==> config.mk <==
export PLATFORM = sky130hd
export DESIGN_NAME = sram_ctl
export DESIGN_NICKNAME = d
export VERILOG_FILES = /design/src/rtl/sram_ctl_pkg.sv /design/src/rtl/sram_ctl_span.sv /design/src/rtl/sram_ctl_seq.sv /design/src/rtl/sram_ctl.sv
export SDC_FILE = /design/constraint.sdc
export NUM_CORES = 1
export LEC_CHECK = 0
export BUFFER_PORTS_ARGS = -buffer_cell sky130_fd_sc_hd__buf_2
export CORE_UTILIZATION = 47
export CTS_CLUSTER_DIAMETER = 60
export DETAILED_ROUTE_END_ITERATION = 8
export GPL_TIMING_DRIVEN = 0
export PLACE_DENSITY_LB_ADDON = 0.25
export SLEW_MARGIN = 10
export SYNTH_ARGS = -nofsm -noshare
export SYNTH_HDL_FRONTEND = slang
export SYNTH_HIERARCHICAL = 1
export SYNTH_SLANG_ARGS = --single-unit
==> constraint.sdc <==
create_clock -name clk -period 2 [get_ports clk]
set_input_delay 0.2 -clock clk [delete_from_list [all_inputs] [get_ports clk]]
set_output_delay 0.2 -clock clk [all_outputs]
set_load 0.01 [all_outputs]
==> src/rtl/sram_ctl_pkg.sv <==
package sram_ctl_pkg;

  // Controller phases
  typedef enum logic [2:0] {
    ST_IDLE,
    ST_RD_WAIT,
    ST_WR_TURN,
    ST_WR_PULSE,
    ST_WR_HOLD,
    ST_RESP
  } ctl_state_t;

  // Whole clock cycles that cover a limit given in picoseconds (at least one)
  function automatic int cycles_for(input int limit_ps, input int clk_ps);
    int c;
    c = (limit_ps + clk_ps - 1) / clk_ps;
    return (c < 1) ? 1 : c;
  endfunction

  function automatic int max2(input int a, input int b);
    return (a > b) ? a : b;
  endfunction

endpackage

==> src/rtl/sram_ctl_span.sv <==
// Loadable down-counter; 'expired' once the loaded number of edges has passed.
module sram_ctl_span #(
  parameter int CW = 4
) (
  input  logic          clk,
  input  logic          rst_n,
  input  logic          load,
  input  logic [CW-1:0] load_val,
  output logic          expired
);

  logic [CW-1:0] cnt;

  always_ff @(posedge clk or negedge rst_n) begin
    if (!rst_n) begin
      cnt <= '0;
    end else if (load) begin
      cnt <= load_val;
    end else if (cnt != '0) begin
      cnt <= cnt - 1'b1;
    end
  end

  assign expired = (cnt <= CW'(1));

  // a nonzero load is never seen as already expired on the next cycle unless it was one
  p_span_load_r8: assert property (@(posedge clk) disable iff (!rst_n)
    (load && (load_val > CW'(1))) |=> !expired);

endmodule

==> src/rtl/sram_ctl_seq.sv <==
// Strobe sequencer: host handshake, pin registers, read capture.
module sram_ctl_seq
  import sram_ctl_pkg::*;
#(
  parameter int AW   = 13,
  parameter int DW   = 8,
  parameter int CW   = 4,
  parameter int N_RD = 1,
  parameter int N_TA = 1,
  parameter int N_PW = 1
) (
  input  logic          clk,
  input  logic          rst_n,
  input  logic          req_valid,
  output logic          req_ready,
  input  logic          req_write,
  input  logic [AW-1:0] req_addr,
  input  logic [DW-1:0] req_wdata,
  output logic          rsp_valid,
  input  logic          rsp_ready,
  output logic [DW-1:0] rsp_rdata,
  input  logic          gap_ok,
  input  logic          phase_done,
  output logic          accept,
  output logic          phase_load,
  output logic [CW-1:0] phase_val,
  output logic [AW-1:0] mem_addr,
  output logic          mem_cs_n,
  output logic          mem_cs,
  output logic          mem_we_n,
  output logic          mem_oe_n,
  output logic [DW-1:0] mem_dq_out,
  output logic          mem_dq_oe,
  input  logic [DW-1:0] mem_dq_in
);

  ctl_state_t state;

  assign req_ready = (state == ST_IDLE) && gap_ok;
  assign accept    = req_valid && req_ready;

  always_comb begin
    phase_load = accept || ((state == ST_WR_TURN) && phase_done);
    if (accept) begin
      phase_val = req_write ? CW'(N_TA) : CW'(N_RD);
    end else begin
      phase_val = CW'(N_PW);
    end
  end

  always_ff @(posedge clk or negedge rst_n) begin
    if (!rst_n) begin
      state      <= ST_IDLE;
      mem_addr   <= '0;
      mem_cs_n   <= 1'b1;
      mem_cs     <= 1'b0;
      mem_we_n   <= 1'b1;
      mem_oe_n   <= 1'b1;
      mem_dq_out <= '0;
      mem_dq_oe  <= 1'b0;
      rsp_valid  <= 1'b0;
      rsp_rdata  <= '0;
    end else begin
      unique case (state)
        ST_IDLE: begin
          if (accept) begin
            mem_addr   <= req_addr;
            mem_cs_n   <= 1'b0;
            mem_cs     <= 1'b1;
            mem_oe_n   <= req_write;
            mem_dq_out <= req_wdata;
            state      <= req_write ? ST_WR_TURN : ST_RD_WAIT;
          end
        end
        ST_RD_WAIT: begin
          if (phase_done) begin
            rsp_rdata <= mem_dq_in;
            rsp_valid <= 1'b1;
            mem_oe_n  <= 1'b1;
            mem_cs_n  <= 1'b1;
            mem_cs    <= 1'b0;
            state     <= ST_RESP;
          end
        end
        ST_WR_TURN: begin
          if (phase_done) begin
            mem_we_n  <= 1'b0;
            mem_dq_oe <= 1'b1;
            state     <= ST_WR_PULSE;
          end
        end
        ST_WR_PULSE: begin
          if (phase_done) begin
            mem_we_n <= 1'b1;
            state    <= ST_WR_HOLD;
          end
        end
        ST_WR_HOLD: begin
          mem_dq_oe <= 1'b0;
          mem_cs_n  <= 1'b1;
          mem_cs    <= 1'b0;
          rsp_valid <= 1'b1;
          state     <= ST_RESP;
        end
        ST_RESP: begin
          if (rsp_ready) begin
            rsp_valid <= 1'b0;
            state     <= ST_IDLE;
          end
        end
        default: state <= ST_IDLE;
      endcase
    end
  end

  // no select while idle
  p_idle_sel_r2: assert property (@(posedge clk) disable iff (!rst_n)
    (state == ST_IDLE) |-> (!mem_cs && mem_cs_n));

  // write strobe and controller drive only with the output enable released
  p_we_oe_r5: assert property (@(posedge clk) disable iff (!rst_n)
    !mem_we_n |-> mem_oe_n);
  p_drive_oe_r5: assert property (@(posedge clk) disable iff (!rst_n)
    mem_dq_oe |-> mem_oe_n);

  // data driven and steady throughout the strobe
  p_strobe_data_r4: assert property (@(posedge clk) disable iff (!rst_n)
    !mem_we_n |-> mem_dq_oe);
  p_strobe_steady_r4: assert property (@(posedge clk) disable iff (!rst_n)
    !mem_we_n |=> $stable(mem_dq_out));

  // the address moves only on an accept edge
  p_addr_hold_r6: assert property (@(posedge clk) disable iff (!rst_n)
    !accept |=> $stable(mem_addr));

  // response held until taken
  p_rsp_hold_r7: assert property (@(posedge clk) disable iff (!rst_n)
    (rsp_valid && !rsp_ready) |=> (rsp_valid && $stable(rsp_rdata)));
  p_no_take_r7: assert property (@(posedge clk) disable iff (!rst_n)
    rsp_valid |-> !req_ready);

endmodule

==> src/rtl/sram_ctl.sv <==
module sram_ctl
  import sram_ctl_pkg::*;
#(
  parameter int AW              = 13,
  parameter int DW              = 8,
  parameter int CLK_PERIOD_PS   = 20000,
  parameter int T_CYCLE_PS      = 12000,
  parameter int T_ACCESS_PS     = 12000,
  parameter int T_OE_VALID_PS   = 6000,
  parameter int T_OE_FLOAT_PS   = 6000,
  parameter int T_WE_FLOAT_PS   = 7000,
  parameter int T_STROBE_PS     = 10000,
  parameter int T_DATA_SETUP_PS = 7000
) (
  input  logic          clk,
  input  logic          rst_n,
  input  logic          req_valid,
  output logic          req_ready,
  input  logic          req_write,
  input  logic [AW-1:0] req_addr,
  input  logic [DW-1:0] req_wdata,
  output logic          rsp_valid,
  input  logic          rsp_ready,
  output logic [DW-1:0] rsp_rdata,
  output logic [AW-1:0] mem_addr,
  output logic          mem_cs_n,
  output logic          mem_cs,
  output logic          mem_we_n,
  output logic          mem_oe_n,
  output logic [DW-1:0] mem_dq_out,
  output logic          mem_dq_oe,
  input  logic [DW-1:0] mem_dq_in
);

  localparam int N_RD  = max2(cycles_for(T_ACCESS_PS, CLK_PERIOD_PS),
                              cycles_for(T_OE_VALID_PS, CLK_PERIOD_PS));
  localparam int N_TA  = max2(cycles_for(T_OE_FLOAT_PS, CLK_PERIOD_PS),
                              cycles_for(T_WE_FLOAT_PS, CLK_PERIOD_PS));
  localparam int N_PW  = max2(cycles_for(T_STROBE_PS, CLK_PERIOD_PS),
                              cycles_for(T_DATA_SETUP_PS, CLK_PERIOD_PS));
  localparam int N_CYC = cycles_for(T_CYCLE_PS, CLK_PERIOD_PS);
  localparam int N_MAX = max2(max2(N_RD, N_TA), max2(N_PW, N_CYC));
  localparam int CW    = $clog2(N_MAX + 1);

  logic          accept;
  logic          phase_load;
  logic [CW-1:0] phase_val;
  logic          phase_done;
  logic          gap_ok;

  sram_ctl_span #(.CW(CW)) u_phase (
    .clk      (clk),
    .rst_n    (rst_n),
    .load     (phase_load),
    .load_val (phase_val),
    .expired  (phase_done)
  );

  sram_ctl_span #(.CW(CW)) u_gap (
    .clk      (clk),
    .rst_n    (rst_n),
    .load     (accept),
    .load_val (CW'(N_CYC)),
    .expired  (gap_ok)
  );

  sram_ctl_seq #(
    .AW(AW), .DW(DW), .CW(CW),
    .N_RD(N_RD), .N_TA(N_TA), .N_PW(N_PW)
  ) u_seq (
    .clk        (clk),
    .rst_n      (rst_n),
    .req_valid  (req_valid),
    .req_ready  (req_ready),
    .req_write  (req_write),
    .req_addr   (req_addr),
    .req_wdata  (req_wdata),
    .rsp_valid  (rsp_valid),
    .rsp_ready  (rsp_ready),
    .rsp_rdata  (rsp_rdata),
    .gap_ok     (gap_ok),
    .phase_done (phase_done),
    .accept     (accept),
    .phase_load (phase_load),
    .phase_val  (phase_val),
    .mem_addr   (mem_addr),
    .mem_cs_n   (mem_cs_n),
    .mem_cs     (mem_cs),
    .mem_we_n   (mem_we_n),
    .mem_oe_n   (mem_oe_n),
    .mem_dq_out (mem_dq_out),
    .mem_dq_oe  (mem_dq_oe),
    .mem_dq_in  (mem_dq_in)
  );

endmodule

After elaboration in Yosys (flattened, before gate mapping)
Index checks and enable logic that the tools add are counted.
{"block": "totals", "reg_bits": 40, "latch_bits": 0, "ram_bits": 0, "rom_bits": 0, "input_bits": 34, "out_inout_bits": 36, "word_cells": 67, "memories": 0}
{"block": "classes", "n_addsub": 2, "n_mul": 0, "div_mod_pow": 0, "order_cmp": 2, "n_eq_ne": 10, "shift": 0, "muxes": 23, "bitwise": 0, "reduce_logical": 18}
{"operator": "3-bit one-hot mux with 6 select lines", "count": 1}
{"operator": "3-bit 2-to-1 mux", "count": 5}
{"operator": "3-bit AND reduction", "count": 4}
{"operator": "1-bit 2-to-1 mux", "count": 10}
{"operator": "1-bit one-hot mux with 3 select lines", "count": 3}
{"operator": "2-bit by 1-bit inequality test with 1-bit output, second input constant", "count": 4}
{"operator": "3-bit by 2-bit equality test with 1-bit output, second input constant", "count": 2}
{"operator": "3-bit equality test, second input constant", "count": 2}
{"operator": "1-bit one-hot mux with 2 select lines", "count": 3}
{"operator": "2-bit AND reduction", "count": 3}
{"operator": "2-bit nonzero test", "count": 3}
{"operator": "3-bit nonzero test", "count": 2}
{"operator": "5-bit AND reduction", "count": 1}
{"operator": "3-bit by 1-bit equality test with 1-bit output, second input constant", "count": 1}
{"operator": "1-bit logical AND", "count": 3}
{"operator": "3-bit logical NOT", "count": 1}
{"operator": "1-bit <= comparator, second input constant", "count": 2}
{"operator": "2-bit 2-to-1 mux", "count": 1}
{"operator": "2-bit inequality test, second input constant", "count": 1}
{"operator": "1-bit subtractor, second input constant", "count": 2}
{"operator": "1-bit logical OR", "count": 1}

Logic depth before layout (Yosys ltp)
{"block": "logic_depth", "word_depth": 5, "ltp_mapped": 5, "ltp_nobuf": 3}

Hierarchy
Netlist, hierarchy kept.
{"mod": "sram_ctl_seq", "instances": 1, "cells_each": 115, "area_each_um2": 1637.8, "seq_area_each_um2": 954.7}
{"mod": "sram_ctl_span", "instances": 2, "cells_each": 2, "area_each_um2": 11.3, "seq_area_each_um2": 0.0}
{"mod": "sram_ctl", "instances": 1, "cells_each": 1, "area_each_um2": 3.8, "seq_area_each_um2": 0.0}

Worst setup path before layout
OpenSTA, ideal clock, no wires.
{"block": "synth_timing", "kind": "reg-to-reg", "startpoint": "register u_seq.state[2]", "endpoint": "register u_seq.mem_addr[12]", "setup_time_ns": 0.125, "arrival_ns": 1.270, "setup_slack_ns": 0.605, "stages_incl_launch_ff": 5, "n_path_buf": 1, "cell_sequence": "dfrtp_1 -> nor3_2 -> nand3_4 -> buf_6 -> mux2_4"}
{"block": "synth_via", "elab_chain_cells": 4}
{"element": "from (decl)", "line_no": "sram_ctl_seq.sv:37", "source": "ctl_state_t state;"}
{"element": "from (signal assigned)", "line_no": "sram_ctl_seq.sv:72", "source": "state <= req_write ? ST_WR_TURN : ST_RD_WAIT;"}
{"element": "3-bit logical NOT *", "line_no": "sram_ctl_seq.sv:39, sram_ctl_seq.sv:64"}
{"element": "1-bit logical AND", "line_no": "sram_ctl_seq.sv:39", "source": "assign req_ready = (state == ST_IDLE) && gap_ok;"}
{"element": "1-bit logical AND", "line_no": "sram_ctl_seq.sv:40", "source": "assign accept = req_valid && req_ready;"}
{"element": "2-bit AND reduction (no source line) *"}
{"element": "to (signal assigned)", "line_no": "sram_ctl_seq.sv:67", "source": "mem_addr <= req_addr;"}
{"element": "to (decl)", "line_no": "sram_ctl_seq.sv:27", "source": "output logic [AW-1:0] mem_addr,"}
Mark *: on every way between the ends. The rest lies on a longest branch, timed or not.
A chain may end at the register's enable or synchronous reset.

Worst setup path after layout
{"block": "layout_timing", "startpoint": "register u_seq.state[2]", "endpoint": "output port req_ready"}
{"block": "layout_via", "elab_chain_cells": 2}
{"element": "3-bit logical NOT", "line_no": "sram_ctl_seq.sv:39"}
{"element": "1-bit logical AND", "line_no": "sram_ctl_seq.sv:39"}
{"element": "to (decl)", "line_no": "sram_ctl.sv:18", "source": "output logic req_ready,"}
Every way passes these cells.

==> metrics.txt <==
initial antenna violation count=0; r2r endpoint=u_seq/mem_dq_out[0]; nets@finish=226; post-detailed-route count of antenna-violating nets=0; CP max stage cell=dfrtp_1; Layout area overhead=28.3%; Post-route DRC=0; crit path cell chain=nor3_2 > and2_1 > buf_2; Clock Tree Root=clkbuf_4; synth warn=6; Max clock buf depth=2; Final Cycle Share=78.8%; Port-buffer cells=69; antenna cells=0; worst hold start=req_wdata[1]; clk slew on worst S/H paths=0.11 ns; PD cells=1510 nW/um^2; CTS sink cnt=38; Vias=1,188; std cell rows=21; Post-Syn Instances=115; worst slew pin tran=0.815 ns; Die Ht=61.0 um; Crit path largest cell delay=0.44 ns; Max Slew Vio Count=0; max_slew headroom=45.6%; max cap viols=0; status=finished, final reports clean; Fillers=284; reg-to-reg slack, setup=0.46 ns; worst hold endpoint=u_seq/mem_dq_out[1]; peak supply drop=0.700 mV; die width=61.0 um; GP Congestion=0.850; Final Util=63.0%; Via density=4.97; reg2reg path depth=4; Tot GR Track Use=17.8%; CP required=1.80 ns; Final Hold Viols=0; overall power=0.00317 W; vias in the first global route=1,086; Lkg Pwr=1.09 nW; share of cells above drive strength 1=60.6%; HPWL after DPL=2320 um; CTS tree=done; syn nets=149; global-route wire length before repair=4720 um; Post-Route WL=3140 um; hold path depth=2; total negative setup slack=0 ns; Initial DRC Count=26; Post-Syn Area=1640 sq um; initial core utilization=49.1%; RSZ-0062 raised after global routing=false; fmax=634 MHz; HP Class=in2reg; CTS buffer count=5; clock skew=0.00793 ns; CP Class=reg2out; CP bufs+invs=1; Resize count post-CTS=0; drt first pass iters=4; Placeable Area=3340 sq um; # Post-CTS Setup Buffers=0; clock network latency to the later pin of the worst-skew pair=0.33 ns; drt wl/cell=13.1 um; H-tree levels=2; IO Count=70; Synth Area per Inst=14.2 sq um; largest net degree at the start of global routing=39; final setup fails=0; CP endpoint kind=primary output; area of the die=3720 sq um; reg-to-reg startpoint=u_seq/state[2]; crit path DAT=1.38 ns; Tmin final=1.58 ns; delay-heaviest family, CP=simple AND/OR/NAND/NOR gates; CP startpoint kind=flop; Worst Path Max Fanout=6; Remaining Overflow, GRT=0
==> worst register-to-register path, cell delays in order, from the launching register on <==
cell	delay [ns]
dfrtp_1	0.44
nor3_2	0.32
nand3_4	0.17
buf_6	0.20
mux2_4	0.31
==> routing by layer <==
metal	track usage, %	vias up	part of all wire, %	wire (um)
met3	5.46	4	5.1	160
met4	5.84	0	1.1	33
met2	31.4	45	52	1640
li1	-	555	-	-
met5	0	-	0	0
met1	20.5	584	42	1300
==> state kept, by name (all words and copies together), names as in the netlist <==
signal / count
u_seq/mem_oe_n: 1
u_seq/rsp_valid: 1
u_seq/mem_cs_n: 1
u_seq/mem_we_n: 1
u_seq/mem_dq_oe: 1
u_seq/rsp_rdata: 8
u_seq/mem_cs: 1
u_seq/state: 3
u_seq/mem_addr: 13
u_seq/mem_dq_out: 8
==> area by class of cell <==
cell class | count | area, sq um | area share (%)
buffer | 8 | 55.1 | 2.62
clock buffer | 6 | 41.3 | 1.96
clock inverter | 2 | 10.0 | 0.476
inverter | 5 | 18.8 | 0.893
multi-input combinational | 64 | 609 | 29.0
sequential | 38 | 955 | 45.4
tap | 46 | 57.6 | 2.74
timing repair buffer | 70 | 355 | 16.9
==> worst max-delay path by stage <==
stage / startpoint / endpoint / slack [ns] / depth (start not counted)
floorplan: u_seq/state[2] / u_seq/mem_addr[12] / 0.61 / 4
global placement: u_seq/state[2] / u_seq/mem_addr[12] / 0.49 / 4
detailed placement: u_seq/state[2] / u_seq/mem_addr[5] / 0.44 / 4
CTS: u_seq/state[2] / req_ready / 0.39 / 3
global route: u_seq/state[2] / req_ready / 0.31 / 3
finish: u_seq/state[2] / req_ready / 0.42 / 3
==> timing repair <==
action,CTS,global route
endpoints found under the hold margin,35,0
hold buffers,1,0
setup endpoints to repair,0,0
==> power breakdown <==
part | switching (W) | total (W) | internal, W
registers | 0.000196 | 0.00136 | 0.00116
clock network | 0.000230 | 0.000363 | 0.000134
logic | 0.000667 | 0.00145 | 0.000785
==> per-stage QoR <==
stage | instance area (sq um) | cells | setup slack [ns] | hold slack, ns
2_1_floorplan | 1640 | 115 | 0.605 | -0.0956
3_3_place_gp | 2040 | 230 | 0.488 | 0.322
3_5_place_dp | 2040 | 230 | 0.439 | 0.337
4_1_cts | 2100 | 239 | 0.388 | 0.0666
5_1_grt | 2100 | 239 | 0.307 | 0.0654
6_report | 2100 | 239 | 0.424 | 0.0873
==> cells in the final DEF, fill, tap and decap left out, drive strengths merged <==
cell type / instances
o21ai: 7
clkinv: 2
nor2: 4
a31oi: 3
nor3: 1
o221ai: 1
o31ai: 2
nand2: 2
buf: 75
and2: 1
a21oi: 2
nand3: 1
and4bb: 1
dfrtp: 35
mux2i: 1
o21a: 1
mux2: 29
dlygate4sd3: 1
inv: 5
a2bb2oi: 1
dfstp: 3
nand2b: 2
a211oi: 1
nand3b: 1
o22a: 1
conb: 2
clkbuf: 8
Power figures use the tool's default switching activity.
